**config.mk**
```make
export PLATFORM = sky130hd
export DESIGN_NAME = ext_strobe_timer
export DESIGN_NICKNAME = d
export VERILOG_FILES = /design/src/rtl/esbt_pkg.sv /design/src/rtl/esbt_cfg_reg.sv /design/src/rtl/esbt_seq.sv /design/src/rtl/esbt_strobe.sv /design/src/rtl/ext_strobe_timer.sv
export SDC_FILE = /design/constraint.sdc
export NUM_CORES = 1
export LEC_CHECK = 0
export ABC_AREA = 1
export CAP_MARGIN = 40
export CORE_MARGIN = 2
export CORE_UTILIZATION = 55
export CTS_CLUSTER_DIAMETER = 40
export DETAILED_ROUTE_END_ITERATION = 8
export GPL_TIMING_DRIVEN = 0
export PLACE_DENSITY = 0.91
export SETUP_SLACK_MARGIN = 0.5
export SYNTH_ARGS = -nofsm -noshare
export SYNTH_HDL_FRONTEND = slang
export SYNTH_HIERARCHICAL = 1
export SYNTH_SLANG_ARGS = --single-unit
```
**constraint.sdc**
```tcl
create_clock -name clk -period 3.1 [get_ports clk]
set_input_delay 0.465 -clock clk [delete_from_list [all_inputs] [get_ports clk]]
set_output_delay 0.465 -clock clk [all_outputs]
set_load 0.02 [all_outputs]
```
**src/rtl/esbt_pkg.sv**
```systemverilog
package esbt_pkg;

  // Field layout of the configuration word (software-visible, so fixed)
  localparam int WEN_HI = 15;
  localparam int WEN_LO = 11;
  localparam int ASN_HI = 10;
  localparam int ASN_LO = 8;
  localparam int ASA_HI = 7;
  localparam int ASA_LO = 6;
  localparam int MODE_BIT = 2;

  typedef struct packed {
    logic [4:0] wen;       // read/write negate count
    logic [2:0] asn;       // address strobe negate count
    logic [1:0] asa;       // address strobe assert count
    logic       async_md;  // 1: counted asynchronous cycle
  } esbt_cfg_t;

  function automatic logic [15:0] pack_cfg(input esbt_cfg_t c);
    return {c.wen, c.asn, c.asa, 3'b000, c.async_md, 2'b00};
  endfunction

  function automatic logic cfg_legal(input esbt_cfg_t c, input logic [4:0] ea);
    return (c.asn > {1'b0, c.asa}) && (c.wen > ea);
  endfunction

endpackage

```
**src/rtl/esbt_cfg_reg.sv**
```systemverilog
module esbt_cfg_reg
  import esbt_pkg::*;
#(
  parameter int          EA_PT   = 3,
  parameter logic [15:0] RST_CFG = 16'hEB40
) (
  input  logic       clk,
  input  logic       rst_n,
  input  logic       wr_en,
  input  logic [15:0] wr_data,
  input  logic       seq_busy,
  output esbt_cfg_t  cfg,
  output logic       pend_v,
  output logic       err
);

  localparam esbt_cfg_t RST_VAL = '{wen: RST_CFG[WEN_HI:WEN_LO],
                                    asn: RST_CFG[ASN_HI:ASN_LO],
                                    asa: RST_CFG[ASA_HI:ASA_LO],
                                    async_md: RST_CFG[MODE_BIT]};

  esbt_cfg_t cur_q, pend_q, wr_cfg, app_val;
  logic      app_go, app_ok;
  logic      unused_rsvd;

  assign wr_cfg = '{wen: wr_data[WEN_HI:WEN_LO],
                    asn: wr_data[ASN_HI:ASN_LO],
                    asa: wr_data[ASA_HI:ASA_LO],
                    async_md: wr_data[MODE_BIT]};
  assign unused_rsvd = ^{wr_data[5:3], wr_data[1:0]};

  always_comb begin
    app_go  = !seq_busy && (wr_en || pend_v);
    app_val = wr_en ? wr_cfg : pend_q;
    app_ok  = cfg_legal(app_val, 5'(EA_PT));
  end

  always_ff @(posedge clk or negedge rst_n) begin
    if (!rst_n) begin
      cur_q  <= RST_VAL;
      pend_q <= '0;
      pend_v <= 1'b0;
      err    <= 1'b0;
    end else if (wr_en && seq_busy) begin
      pend_q <= wr_cfg;
      pend_v <= 1'b1;
    end else if (app_go) begin
      pend_v <= 1'b0;
      if (app_ok) cur_q <= app_val;
      else        err   <= 1'b1;
    end
  end

  assign cfg = cur_q;

endmodule

```
**src/rtl/esbt_seq.sv**
```systemverilog
module esbt_seq #(
  parameter int END_PT = 31,
  parameter int CNT_W  = 5
) (
  input  logic             clk,
  input  logic             rst_n,
  input  logic             start,
  input  logic             start_write,
  input  logic             sync_md,
  output logic             busy,
  output logic [CNT_W-1:0] cnt,
  output logic             is_write,
  output logic             done
);

  logic [CNT_W-1:0] end_cnt;

  assign end_cnt = sync_md ? '0 : CNT_W'(END_PT);
  assign done    = busy && (cnt == end_cnt);

  always_ff @(posedge clk or negedge rst_n) begin
    if (!rst_n) begin
      busy     <= 1'b0;
      cnt      <= '0;
      is_write <= 1'b0;
    end else if (start) begin
      busy     <= 1'b1;
      cnt      <= '0;
      is_write <= start_write;
    end else if (busy) begin
      if (done) begin
        busy <= 1'b0;
        cnt  <= '0;
      end else begin
        cnt <= cnt + 1'b1;
      end
    end
  end

endmodule

```
**src/rtl/esbt_strobe.sv**
```systemverilog
module esbt_strobe
  import esbt_pkg::*;
#(
  parameter int EA_PT = 3,
  parameter int CNT_W = 5
) (
  input  logic             busy,
  input  logic [CNT_W-1:0] cnt,
  input  logic             is_write,
  input  esbt_cfg_t        cfg,
  output logic             as_n,
  output logic             re_n,
  output logic             we_n,
  output logic             addr_valid
);

  logic       as_on, rw_on;
  logic [1:0] dir_n;  // [0] read, [1] write

  always_comb begin
    if (!cfg.async_md) begin
      as_on = busy;
      rw_on = busy;
    end else begin
      as_on = busy && (cnt >= CNT_W'(cfg.asa)) && (cnt < CNT_W'(cfg.asn));
      rw_on = busy && (cnt >= CNT_W'(EA_PT)) && (cnt < CNT_W'(cfg.wen));
    end
  end

  for (genvar g = 0; g < 2; g++) begin : g_dir
    assign dir_n[g] = !(rw_on && (is_write == (g == 1)));
  end

  assign as_n       = !as_on;
  assign re_n       = dir_n[0];
  assign we_n       = dir_n[1];
  assign addr_valid = busy;

endmodule

```
**src/rtl/ext_strobe_timer.sv**
```systemverilog
module ext_strobe_timer
  import esbt_pkg::*;
#(
  parameter int          END_PT  = 31,
  parameter int          EA_PT   = 3,
  parameter logic [15:0] RST_CFG = 16'hEB40
) (
  input  logic        clk,
  input  logic        rst_n,
  input  logic        cfg_wr_en,
  input  logic [15:0] cfg_wr_data,
  output logic [15:0] cfg_rd_data,
  output logic        cfg_err,
  input  logic        req_valid,
  input  logic        req_write,
  output logic        req_ready,
  output logic        done,
  output logic        as_n,
  output logic        re_n,
  output logic        we_n,
  output logic        addr_valid
);

  localparam int CNT_W = $clog2(END_PT + 1);

  esbt_cfg_t        cfg;
  logic             pend_v, busy, is_write, start;
  logic [CNT_W-1:0] cnt;

  assign req_ready   = !busy && !pend_v;
  assign start       = req_valid && req_ready;
  assign cfg_rd_data = pack_cfg(cfg);

  esbt_cfg_reg #(.EA_PT(EA_PT), .RST_CFG(RST_CFG)) u_cfg (
    .clk(clk), .rst_n(rst_n), .wr_en(cfg_wr_en), .wr_data(cfg_wr_data),
    .seq_busy(busy), .cfg(cfg), .pend_v(pend_v), .err(cfg_err)
  );

  esbt_seq #(.END_PT(END_PT), .CNT_W(CNT_W)) u_seq (
    .clk(clk), .rst_n(rst_n), .start(start), .start_write(req_write),
    .sync_md(!cfg.async_md), .busy(busy), .cnt(cnt),
    .is_write(is_write), .done(done)
  );

  esbt_strobe #(.EA_PT(EA_PT), .CNT_W(CNT_W)) u_stb (
    .busy(busy), .cnt(cnt), .is_write(is_write), .cfg(cfg),
    .as_n(as_n), .re_n(re_n), .we_n(we_n), .addr_valid(addr_valid)
  );

endmodule

```
; ---- After elaboration in Yosys (flattened, before gate mapping)
; Cells that the tools add are included.
[classes]
n_lt_le_gt_ge = 6
n_reduce_logical = 22
add_sub_neg = 1
muxes = 12
eq_ne = 1
n_bitwise = 3
[op_table]
columns = operator, count
row1 = 2-to-1 mux 5 bit, 4
row2 = logical AND 1 bit, 12
row3 = 2-to-1 mux 11 bit, 1
row4 = 2-to-1 mux 1 bit, 7
row5 = AND reduction 3 bit, 2
row6 = adder 5 x 1 -> 5 bit (second input constant), 1
row7 = equality test 5 bit, 1
row8 = >= comparator 5 x 2 -> 1 bit, 1
row9 = >= comparator 5 x 2 -> 1 bit (second input constant), 1
row10 = greater-than comparator 5 x 2 -> 1 bit (second input constant), 1
row11 = zero test 1 bit, 5
row12 = less-than comparator 5 x 3 -> 1 bit, 1
row13 = less-than comparator 5 bit, 1
row14 = nonzero test 2 bit, 2
row15 = greater-than comparator 3 x 2 -> 1 bit, 1
row16 = NOT 1 bit, 3
row17 = logical OR 1 bit, 1
[word_totals]
input_bits = 21
reg_bits = 31

; ---- Logic depth before layout (Yosys ltp)
; Gate-level depths: netlist of run 1.
[depth]
ltp_word = 6
mapped_depth = 14
ltp_nobuf = 13

; ---- Cells and area by module
; The synthesis of run 1 kept the hierarchy.
[modules_own_cells]
columns = module, n_inst, cells_per_inst, area_each_um2
row1 = esbt_cfg_reg, 1, 148, 1221.2
row2 = esbt_seq, 1, 57, 434.2
row3 = esbt_strobe, 1, 53, 282.8
row4 = ext_strobe_timer, 1, 13, 72.6

; ---- Worst setup path after synthesis of run 1
; No wires, ideal clock.
[synth_timing]
kind = register -> output
from = register u_cfg.cur_q, in the netlist u_cfg/cfg[10]
to = output port re_n
arrival_time_ns = 1.479
required_ns = 2.635
setup_slack_ns = 1.156
path_buffers = 0
stages_incl_launch_ff = 8
path_cell_list = dfstp_2 -> inv_1 -> ha_1 -> a21o_1 -> nor2_1 -> nand2_1 -> nand2_1 -> nand3_1
[synth_between]
elab_chain_len = 5
[synth_rtl]
columns = item, line
row1 = start: declaration, esbt_cfg_reg.sv:22  ; esbt_cfg_t cur_q, pend_q, wr_cfg, app_val;
row2 = start signal: assignment, esbt_cfg_reg.sv:49  ; if (app_ok) cur_q <= app_val;
row3 = less-than comparator 5 bit, esbt_strobe.sv:26  ; rw_on = busy && (cnt >= CNT_W'(EA_PT)) && (cnt < CNT_W'(cfg.wen));
row4 = logical AND 1 bit, esbt_strobe.sv:26
row5 = 2-to-1 mux 1 bit, esbt_strobe.sv:21  ; if (!cfg.async_md) begin
row6 = logical AND 1 bit, esbt_strobe.sv:31  ; assign dir_n[g] = !(rw_on && (is_write == (g == 1)));
row7 = zero test 1 bit, esbt_strobe.sv:31
row8 = end: declaration, ext_strobe_timer.sv:19  ; output logic re_n,
; Every way passes these cells.

; ---- Final worst setup path of run 1
[layout_timing]
from = register u_cfg.cur_q, in the netlist u_cfg/cfg[1]
to = output port as_n
[layout_between]
elab_chain_len = 5
[layout_rtl]
columns = item, line
row1 = >= comparator 5 x 2 -> 1 bit, esbt_strobe.sv:25  ; as_on = busy && (cnt >= CNT_W'(cfg.asa)) && (cnt < CNT_W'(cfg.asn));
row2 = logical AND 1 bit (2 in a row), esbt_strobe.sv:25
row3 = 2-to-1 mux 1 bit, esbt_strobe.sv:21
row4 = zero test 1 bit, esbt_strobe.sv:34  ; assign as_n = !as_on;
row5 = end: declaration, ext_strobe_timer.sv:18  ; output logic as_n,
; Every way passes these cells.

==> results.md, run 1 <==
- The flow ran to the end, and the final reports show no timing, DRC or antenna violations.
- Measured in cells, the most critical reg-to-reg path has a length of 11.
- The number of filler instances in the final layout is 259.
- After synthesis, the mean cell area works out to 7.42 sq um.
- The power density over the cells is 897 mW/mm^2.
- Hold timing on the final database bottoms out at a slack of 0.472 ns.
- The period utilization is 78.4%.
- After floorplanning, the core was divided into 21 placement rows.
- The cell count after synthesis came out at 271.
- The vias per cell is 4.87.
- The y dimension of the die is 64.5 microns.
- The H-tree generated during clock tree synthesis spans 2 levels.
- The total negative slack is 0 ns.
- The final critical-path required period is 2.43 ns.
- Once the clock tree was built, the setup fixing pass inserted 0 buffers.
- The first-pass GRT wire length is 7.13 mm.
- The path class of the tightest hold or removal check is reg2reg.
- The endpoint of the most critical setup path is as_n.
- The critical path's largest stage delay is 0.56 ns.
- The wire-length estimate of the detail-placed layout is 3.24 mm.
- The sequential area share after synthesis is 39.0%.
- The worst clock skew on the final layout is 0.00898 ns.
- The total routing resource utilization after global routing is 22.3%.
- After synthesis, the cell types taking the most area are dfrtp_1 30%, nand2_1 17%, dfstp_2 9.1%.
- Setup repair after global routing left no endpoint under its margin.
- The initial cell density of the core is 58.9%.
- After detailed routing, the number of remaining DRC violations is 0.
- The area share of the leading cell type in the synthesized netlist is 29.9%.
- The clock-pin slew of the registers on the worst-case setup and hold paths is 0.10 ns.
- Post-CTS repair changed the size of 4 cells.
- At the pin with the least slew margin, the transition time is 0.713 ns.
- The cell with the largest stage delay on the worst path is dfstp_2.
- The netlist area before placement is 0.00201 sq mm.
- The sort of element at the start of the critical path is a flop.
- For the worst setup path, the data required time is 2.63 ns.
- For this design the top-level I/O count stands at 44.
- Dividing the detail-routed wire length by the instance count gives 11.2 microns.
- The analysis attributes to cell leakage a power of 0.00134 uW.
- The maximum clock frequency is 411 MHz.
- The number of buffers and inverters on the critical path is 1.
- The initial DRC count is 105.
- The total of buffers placed on input and output ports is 33.
- CTS saw 31 sinks.
- The highest ir drop seen on vdd is 0.494 mV.
- The worst register-to-register path has a setup slack of 1.51 ns.
- Data arrives at the worst endpoint at 1.97 ns.
- The longest clock path from root to sink contains 2 buffers.
- The cell seen most often among critical-path stages is nand2_1.
- Of all nets on the critical path, the largest fanout is 3.
- The congestion estimate from routability-driven global placement came to 0.849.
- The proportion of layout cells with a drive suffix above 1 is 15.5%.
- The critical path in this run is classified as reg2out.
- The TritonCTS clock tree is built.
- The number of hold violations in the final report is 0.
- The number of nets in the finished design is 348.
- Setup violations remaining at the end of the flow were counted as 0.
- Measured against its own limit, the worst slew margin works out to 52.3%.
- In this run the worst setup path begins at u_cfg/cfg[1].
- The netlist uses 27 different library cells.
- On the critical path the largest part of the delay comes from flip-flops.
- The startpoint identified for the worst register-to-register timing path is u_cfg/pend_q[4].
- The root buffer cell chosen for the clock tree is clkbuf_4.
- The pin count of the biggest net entering global routing is 19.
- From synthesis to final layout, the design area changed by 23.9%.
- The number of global-route vias before repair is 1645.
- The leading area contributor after synthesis is dfrtp_1.
- The overflow left after global routing is 0.
- The total die area is 0.00416 sq mm.
- The hold buffer count at cts is 0.
- The count of state elements after synthesis is 31.
- The clock latency of the later-clocked register in the worst-skew pair is 0.33 ns.
- The first-pass iteration count of the detailed router is 4.
- The capturing point of the worst reg2reg path is u_cfg/cfg[7].
- The final route contains 1766 vias.
- The number of stages on the worst setup path is 7.
- The floorplan step defined a core boundary enclosing 0.00342 sq mm.
- The critical path goes through ha_1 -> o21ai_0 -> nand2_1 -> nand3_1 -> nand2_1 -> nand2_1 -> dlygate4sd2_1.
- The number of antenna diodes in the final layout is 0.
- The number of antenna violations at the first check in global routing is 0.
- The yosys synthesis warning count is 6.
- The number of buffers inserted during clock tree synthesis is 5.
- The tool flagged a number of max-cap violations equal to 0.
- The final wirelength is 4.07 mm.
- STA classifies the critical path endpoint as an output pin.
- The die is 64.5 microns wide.
- The post-route antenna net violation count is 0.
- The final number of max-transition violations was 0.
==> registers in the layout (all words and copies together), names as in the netlist <==
| name | cells |
|---|---|
| u_cfg/cfg | 11 |
| u_cfg/pend_q | 11 |
| u_cfg/err | 1 |
| u_cfg/pend_v | 1 |
| u_seq/cnt | 5 |
| u_seq/busy | 1 |
| u_seq/is_write | 1 |
==> area by class of cell <==
cell class	instances	area, sq um	area share, %
timing repair buffer	34	347	13.9
tap	46	57.6	2.31
inverter	54	203	8.14
buffer	14	108	4.32
sequential	31	786	31.5
multi-input combinational	176	931	37.4
clock inverter	1	5.00	0.201
clock buffer	7	55.1	2.21
==> cell usage after synthesis <==
cell and n:
a21o_1 1, a21oi_1 4, a21oi_4 1, buf_2 2, buf_4 8, buf_6 3, clkbuf_1 1, clkinv_1 2
conb_1 1, dfrtp_1 24, dfstp_2 7, ha_1 11, inv_1 48, inv_2 4, mux2_2 2, nand2_1 89
nand2_2 2, nand3_1 8, nand3_2 4, nand3_4 1, nand4_1 11, nor2_1 12, nor2_2 1, o21a_1 2
o21ai_0 17, o21ai_1 2, o21bai_2 3
==> metal layers <==
metal / track usage (%) / vias up / part of all wire [%]
met1: 26.4 / 798 / 43
met3: 5.21 / 6 / 4.3
met2: 39.3 / 47 / 51
met5: 0 / - / 0
met4: 7.98 / 0 / 1.1
li1: - / 915 / -
==> report_power, final <==
group | switching, uW | internal (uW)
sequential | 174 | 609
combinational | 689 | 514
clock | 140 | 110
==> logic make-up after synthesis <==
group,Yosys count,synth area share [%]
compound gates,30,9.33
fa+ha+maj,11,6.84
buf+inv,68,15.4
flops,31,39.0
mux,2,1.12
other cells,1,0.187
simple gates,128,28.1
==> per-stage QoR <==
step | setup slack [ns] | instances | total power (uW) | util, % | instance area, sq um
floorplan | 1.16 | 275 | 1570 | - | 2030
global placement | 0.588 | 354 | 1940 | 70.7 | 2410
detailed placement | 0.565 | 355 | 2010 | 71.5 | 2440
CTS | 0.538 | 363 | 2250 | 73.2 | 2500
global route | 0.565 | 363 | 2430 | 72.9 | 2490
finish | 0.670 | 363 | 2240 | 72.9 | 2490
==> worst min-delay path by stage <==
| stage | start | to | slack (ns) | depth (start not counted) |
|---|---|---|---|---|
| 6_report | u_cfg/err | u_cfg/err | 0.47 | 2 |
| 5_1_grt | u_cfg/cfg[1] | u_cfg/cfg[1] | 0.51 | 2 |
| 4_1_cts | u_cfg/err | u_cfg/err | 0.48 | 2 |
| 3_5_place_dp | u_cfg/err | u_cfg/err | 0.45 | 2 |
| 3_3_place_gp | u_cfg/err | u_cfg/err | 0.45 | 2 |
| 2_1_floorplan | rst_n | u_cfg/cfg[0] | 0.17 | 0 |
==> layout by cell type, fill, tap and decap left out <==
cell and count:
nor2_2 1, buf_6 3, clkinv_2 1, inv_1 48, o21ai_1 2, buf_2 2, nand3_1 8, nand3_2 4
o21bai_2 3, dfstp_2 7, clkdlybuf4s50_1 30, clkbuf_8 1, o21a_1 2, buf_16 1, o21ai_0 17, dfrtp_1 23
inv_2 4, dlygate4sd2_1 1, conb_1 5, dfrtp_2 1, clkinv_1 2, a21o_1 1, clkbuf_4 5, nand2_2 2
mux2_2 2, buf_4 8, a21oi_1 4, clkbuf_2 2, nand3_4 1, a21oi_4 1, clkbuf_1 2, nand4_1 11
nand2_1 89, nor2_1 12, ha_1 11
==> worst min-delay path, stage by stage, from the launching register on <==
cell and delay [ns]:
dfrtp_1 0.35, inv_1 0.04, nand2_1 0.05
(Power assumes the default switching activity.)
==> inputs of run 2 (changes only) <==
- CORE_UTILIZATION: 55 -> 51
- PLACE_DENSITY: 0.91 -> 0.85
- clock period: 3.1 -> 2.52 ns (I/O delays scaled with it)
==> run 2 against run 1 <==
Cell count rose by 3.3%. Sequential cell count did not move. Worst setup slack got worse by 0.25 ns. Clock power rose by 71%. Critical path depth rose by 1. First-iteration DRC count rose by 9.5%. Sequential power rose by 21%. Clock-buffer cell count rose by 1. Clock skew fell by 0.0015 ns. Die area rose by 7.3%. Critical path type unchanged. Critical endpoint is now re_n.
==> results.md, run 2 (synthesis gave the netlist of run 1 again) <==
- The run finished with clean final reports.
- Timing analysis after detailed placement gives a worst setup slack of 0.142 ns.
- In this run the deepest clock path goes through 2 buffers.
- From left edge to right edge, the die measures 66.8 microns.
- Buffers placed on the I/O ports in this run total 33.
- In this run the worst path has a maximum fanout of 3.
- The internal power is 1770 uW.
- The tightest hold path in the finished design has a slack of 0.466 ns.
- Across the routed clock network, the largest skew measured is 0.00752 ns.
- Timing would allow up to 476 MHz.
- In the final layout, the share of cells above drive strength 1 is 23.2%.
- The placeable core area is 0.00372 sq mm.
- Subtracting the final worst setup slack from the clock period gives 2.10 ns.
- The number of global-route vias before repair came to 1662.
- The worst hold path belongs to the class reg2reg.
- The total routing resource utilization after global routing is 21.6%.
- The critical path endpoint category is an output pin.
- The hold buffer count at cts is 0.
- The cell sitting at the root of the clock tree is a clkbuf_8.
- The final cell count without fillers is 375.
- After the last flow step, the layout net total stands at 358.
- In the layout the commonest cells are 87 x nand2_1, 45 x inv_1, 28 x clkdlybuf4s50_1, 20 x dfrtp_1, 18 x buf_4.
- The total die area is 0.00446 sq mm.
- The placement row count is 22.
- Across the run, the number of max-cap violations was 0.
- Summed over all failing endpoints, the final setup total negative slack is 0 ns.
- In this run the power spent charging and discharging nets is 1310 uW.
- The sort of element at the start of the critical path is a flop.
- The slew of the pin with the lowest slew margin is 0.829 ns.
- The worst path meets setup with 0.421 ns of slack.
- The placement-stage cell area is 0.00244 sq mm.
- The number of hold violations in the final report came to 0.
- Counting both buffers and inverters, the worst setup path holds a total of 2.
- The growth of design area from synthesis to finish is 33.4%.
- In this run the power density over the cells is 1150 mW/mm^2.
- The first-pass GRT wire length is 7.14 mm.
- Summed over all layers, the global routing overflow is 0.
- The number of sinks driven by the clock tree is 31.
- 44 I/O pins were placed.
- The TritonCTS clock tree is built.
- The post-route antenna net violation count is 0.
- The net switching fraction of the power is 42.5%.
- Per report_power, the combinational group accounts for 55.4% of the total.
- The type of the worst setup path is reg2out.
- The routed layout has 1803 vias.
- The initial cell density of the core is 54.1%.
- The number of buffers inserted during clock tree synthesis is 5.
- Traced cell by cell, the critical path runs through inv_1 -> ha_2 -> a21o_1 -> nor2_1 -> nand2_2 -> nand2_2 -> nand3_2 -> buf_6.
- In the final routed layout, each cell accounts on average for 11.5 microns.
- The final wirelength is 4.33 mm.
- The sequential cell fraction of total power is 30.8%.
- At the worst endpoint, the arrival time is 1.72 ns.
- Setup repair after global routing could not meet its margin everywhere.
- The cell seen most often among critical-path stages is nand2_2.
- Measured along the y axis, the die boundary spans 66.8 microns.
- Once placement completed, the tool counted placed cells totaling 357.
- The first detailed-routing pass took 4 iterations.
- The worst pin sits at a relative slew slack of 44.6%.
- The cell family contributing the most delay on the critical path is flip-flops.
- The final number of max-transition violations was 0.
- Per report_power, the clock group accounts for 13.9% of the total.
- Entering global routing, the biggest net connects 18 pins.
- Setup violations remaining at the end of the flow were counted as 0.
- The vias per cell is 4.81.
- The deepest level of the CTS H-tree is 2.
- After legalization and detailed placement, the total HPWL measured 3.10 mm.
- The final design area excluding fillers is 0.00268 sq mm.
- The highest ir drop seen on vdd is 0.571 mV.
- The commonest non-fill, non-tap cell in the layout is nand2_1.
- The repair_antennas step left the layout with diodes totalling 0.
- The endpoint required time on the critical path is 2.14 ns.
- The initial DRC count is 115.
- After detailed routing, the number of remaining DRC violations is 0.
- Summed over all cells, the static leakage comes to 0.00141 uW.
- The final critical path takes up 83.3% of the cycle.
- In this design, the stage delay of the slowest critical-path cell is 0.56 ns.
- The clock-pin slew of the registers on the worst-case setup and hold paths is 0.07 ns.
- The slowest stage of the critical path is the dfstp_2 cell.
- The clock latency of the later-clocked register in the worst-skew pair is 0.29 ns.
- The number of antenna violations at the first check in global routing is 0.
- Routability-driven placement finished with a final weighted congestion of 0.836.
[run 2: cell types whose count changed in the layout (fill, tap and decap cells not counted), sizes merged]
cell | before | now
buf | 14 | 27
clkdlybuf4s50 | 30 | 28
clkinv | 3 | 2
[run 2: metal layers]
metal  vias up  wire [microns]  track usage [%]
met2        52            2120             36.5
met4         0              63             7.91
met3         7             222             6.08
met1       811            1920             26.1
met5         -               0                0
li1        933               -                -
[run 2: what timing repair did]
action	CTS	global route
resized for setup	26	15
pin swaps	2	10
setup endpoints to repair	16	5
cloned	0	0
setup buffers	2	8
[run 2: area by class of cell]
type	count	area (sq um)
buffer	14	108
inverter	54	203
clock buffer	8	100
timing repair buffer	44	430
fill	310	1030
multi-input combinational	176	991
tap	48	60.1
sequential	31	790
[run 2: worst register-to-register path, delay by kind of cell (launching register included)]
kind | cells | cell delay, ns
AOI/OAI and AO/OA | 1 | 0.19
adders and majority gates | 1 | 0.23
buffers and inverters | 2 | 0.25
DFF | 1 | 0.38
and+or+nand+nor | 6 | 0.39
[run 2: worst paths after layout]
| kind | startpoint | end | slack [ns] | cells after the start |
|---|---|---|---|---|
| min in group asynchronous | rst_n | u_seq/cnt[4] | 0.57 | 1 |
| max reg2reg | u_cfg/pend_q[2] | u_cfg/cfg[5] | 0.97 | 10 |
| max | u_cfg/cfg[9] | re_n | 0.42 | 8 |
| max in group asynchronous | rst_n | u_seq/cnt[1] | 1.39 | 1 |
| min reg2reg | u_cfg/err | u_cfg/err | 0.47 | 2 |
| min | u_cfg/err | u_cfg/err | 0.47 | 2 |
[run 2: power groups by stage]
stage	clock [uW]	combinational (uW)	sequential, uW
after floorplan	0	919	1020
after global placement	0	1430	958
after detailed placement	0	1480	967
after CTS	436	1520	960
after global routing	463	1930	978
final	427	1710	948
[run 2: through the flow]
step / power (uW) / util [%]
after CTS: 2910 / 68.9
final: 3080 / 72.2
after floorplan: 1940 / -
after global routing: 3370 / 72.2
after detailed placement: 2440 / 65.8
after global placement: 2390 / 65.0
==> inputs of run 3 (changes only) <==
- clock period: 2.52 -> 2 ns (I/O delays scaled with it)
==> run 3 against run 2 <==
Combinational power is 61% higher. Cell area is 12% higher. Critical path type unchanged. Global-route usage up 5.3 points. Highest routed layer unchanged. Clock skew up 0.00054 ns. Utilization rose by 8.7 points. The flow now finishes with violations (negative setup slack). Largest cell class unchanged. Register-to-register slack got worse by 0.57 ns.
==> results.md, run 3 (synthesis gave the netlist of run 1 again) <==
- At the end of the flow, the number of nets in the layout was 377.
- After detailed routing, the total wire length is 5.53 mm.
- The TritonCTS clock tree is built.
- The buffer type at the clock tree root is clkbuf_8.
- The class of the worst hold path is in2reg.
- The post-route antenna net violation count is 0.
- The clock-pin slew of the registers on the worst-case setup and hold paths is 0.06 ns.
- The total die area is 0.00446 sq mm.
- The placed instances occupy a cell area of 0.00250 sq mm.
- The signal on the critical path passes through inv_2 -> ha_4 -> nand2_2 -> inv_2 -> nand2_1 -> nand2_1 -> nand2_1 -> nand2_1 -> nand2_2 -> nand3_4 -> buf_6.
- The type of the worst setup path is reg2out.
- The number of antenna violations at the first check in global routing is 0.
- The final design area excluding fillers is 0.00300 sq mm.
- The launch point of the worst path is u_cfg/cfg[8].
- The total negative slack is -0.117 ns.
- In this design, the critical path's most frequently occurring cell is nand2_1.
- The final cell count without fillers is 394.
- The placeable core area is 0.00372 sq mm.
- The number of sinks driven by the clock tree is 31.
- Across every metal layer, demand over resource in global routing totals 26.9%.
- The proportion of layout cells with a drive suffix above 1 is 42.2%.
- The worst setup timing slack at the placement stage is -0.368 ns.
- The setup-violating endpoint count in the final report is 2.
- The slack of the critical path is -0.0585 ns.
- For this run, design rule violations remaining after detail routing come to 0.
- The highest ir drop seen on vdd is 0.779 mV.
- The detailed placement HPWL is 3.23 mm.
- The worst clock skew on the final layout is 0.00806 ns.
- The final route contains 1980 vias.
- The sort of element at the start of the critical path is a flop.
- The pin count of the biggest net entering global routing is 18.
- The final critical-path required period is 2.06 ns.
- The startpoint of the most critical register-to-register path is u_cfg/pend_q[2].
- The number of buffers inserted during clock tree synthesis is 5.
- Summed over all layers, the global routing overflow is 0.
- The final reports fail on negative setup slack.
- The library cells used most frequently in the layout, excluding fill and tap cells, are 64 x nand2_1, 36 x inv_1, 30 x buf_4, 23 x nand2_2, 18 x dfrtp_1.
- The critical path's largest stage delay is 0.54 ns.
- The placement row count is 22.
- The period utilization is 103%.
- For this design the static power due to leakage is 0.00157 uW.
- The power density over the cells is 1500 mW/mm^2.
- In the final routed layout, each cell accounts on average for 14.0 microns.
- The flow ran to the end, but the final reports show violations.
- The total of buffers placed on input and output ports is 33.
- The critical path endpoint category is an output pin.
- The first-pass iteration count of the detailed router is 4.
- Data arrives at the worst endpoint at 1.76 ns.
- The I/O pin count is 44.
- Headroom to the max-slew limit came out at 44.3%.
- The endpoint required time on the critical path is 1.70 ns.
- Setup repair after global routing could not meet its margin everywhere.
- Routability-driven placement finished with a final weighted congestion of 0.786.
- In this run the most critical hold path is launched from cfg_wr_data[8].
- The slew of the pin with the lowest slew margin is 0.833 ns.
- The final number of max-transition violations is 0.
- The number of filler instances in the final layout is 228.
- The vias per cell is 5.03.
- The area growth from synthesis to layout is 49.4%.
- The number of global-route vias before repair came to 1928.
- Along the worst path, the maximum fanout reaches 2.
- The first-pass GRT wire length is 8.77 mm.
- The number of buffers on the longest clock path is 2.
- The number of hold violations in the final report is 0.
- The first routing iteration left 113 violations.
- The number of max-cap violations is 0.
- The count of placed standard cells including taps is 357.
- Static timing analysis puts the maximum clock frequency at 486 MHz.
- The commonest non-fill, non-tap cell in the layout is nand2_1.
- The count of antenna diodes in the layout is 0.
- The clock tree synthesis step divided the H-tree into 2 levels.
- The die outline width is 66.8 microns.
- Cells fill 80.8% of the core in the end.
- The initial utilization of the core area, before any placement, comes to 54.1%.
- The y dimension of the die is 66.8 microns.
- The clock reaches the later pin of the worst-skew pair after 0.29 ns.
- The slowest stage of the critical path is the dfstp_2 cell.
-- run 3: final timing paths --
check	endpoint	slack [ns]	cells after the start
worst max-delay path	we_n	-0.06	11
worst min-delay path	u_cfg/pend_q[3]	0.42	3
worst max register to register	u_cfg/cfg[5]	0.40	11
worst min register to register	u_cfg/err	0.46	2
max in group asynchronous	u_seq/cnt[3]	0.95	1
min in group asynchronous	u_seq/cnt[4]	0.49	1
-- run 3: timing repair --
item / in CTS / in global routing
hold buffers: 0 / 0
endpoints found under the setup margin: 35 / 23
pin swaps: 16 / 11
gates resized for setup: 108 / 31
buffers inserted: 16 / 11
cloned: 2 / 0
-- run 3: per-stage QoR --
step / hold WS (ns) / power (uW)
floorplan: 0.00441 / 2530
global route: 0.436 / 4800
CTS: 0.416 / 4160
global placement: 0.449 / 3100
finish: 0.423 / 4490
detailed placement: 0.454 / 3200
-- run 3: metal layers --
metal	global-route usage, %	wire length [microns]
met2	45.9	2830
met5	0	0
met1	31.3	2240
met4	13.0	187
met3	6.59	274
-- run 3: worst max-delay path, delay by kind of cell, from the launching register on --
kind,cells,cell delay (ns)
buffers and inverters,3,0.20
adder cells (fa/ha/maj),1,0.27
AND/OR/NAND/NOR,7,0.46
flip-flops,1,0.54
-- run 3: cell type report --
| type | instances | area, sq um | share of cell area, % |
|---|---|---|---|
| timing repair buffer | 63 | 556 | 18.5 |
| sequential | 31 | 792 | 26.4 |
| tap | 48 | 60.1 | 2.00 |
| inverter | 54 | 205 | 6.83 |
| clock buffer | 8 | 100 | 3.33 |
| buffer | 14 | 115 | 3.83 |
| multi-input combinational | 176 | 1180 | 39.2 |
-- run 3: report_power, final --
part           switching [uW]  total, uW  leakage, uW  internal [uW]
sequential                242       1190     0.000364            951
combinational            1540       2760      0.00116           1220
clock                     228        541    0.0000515            314
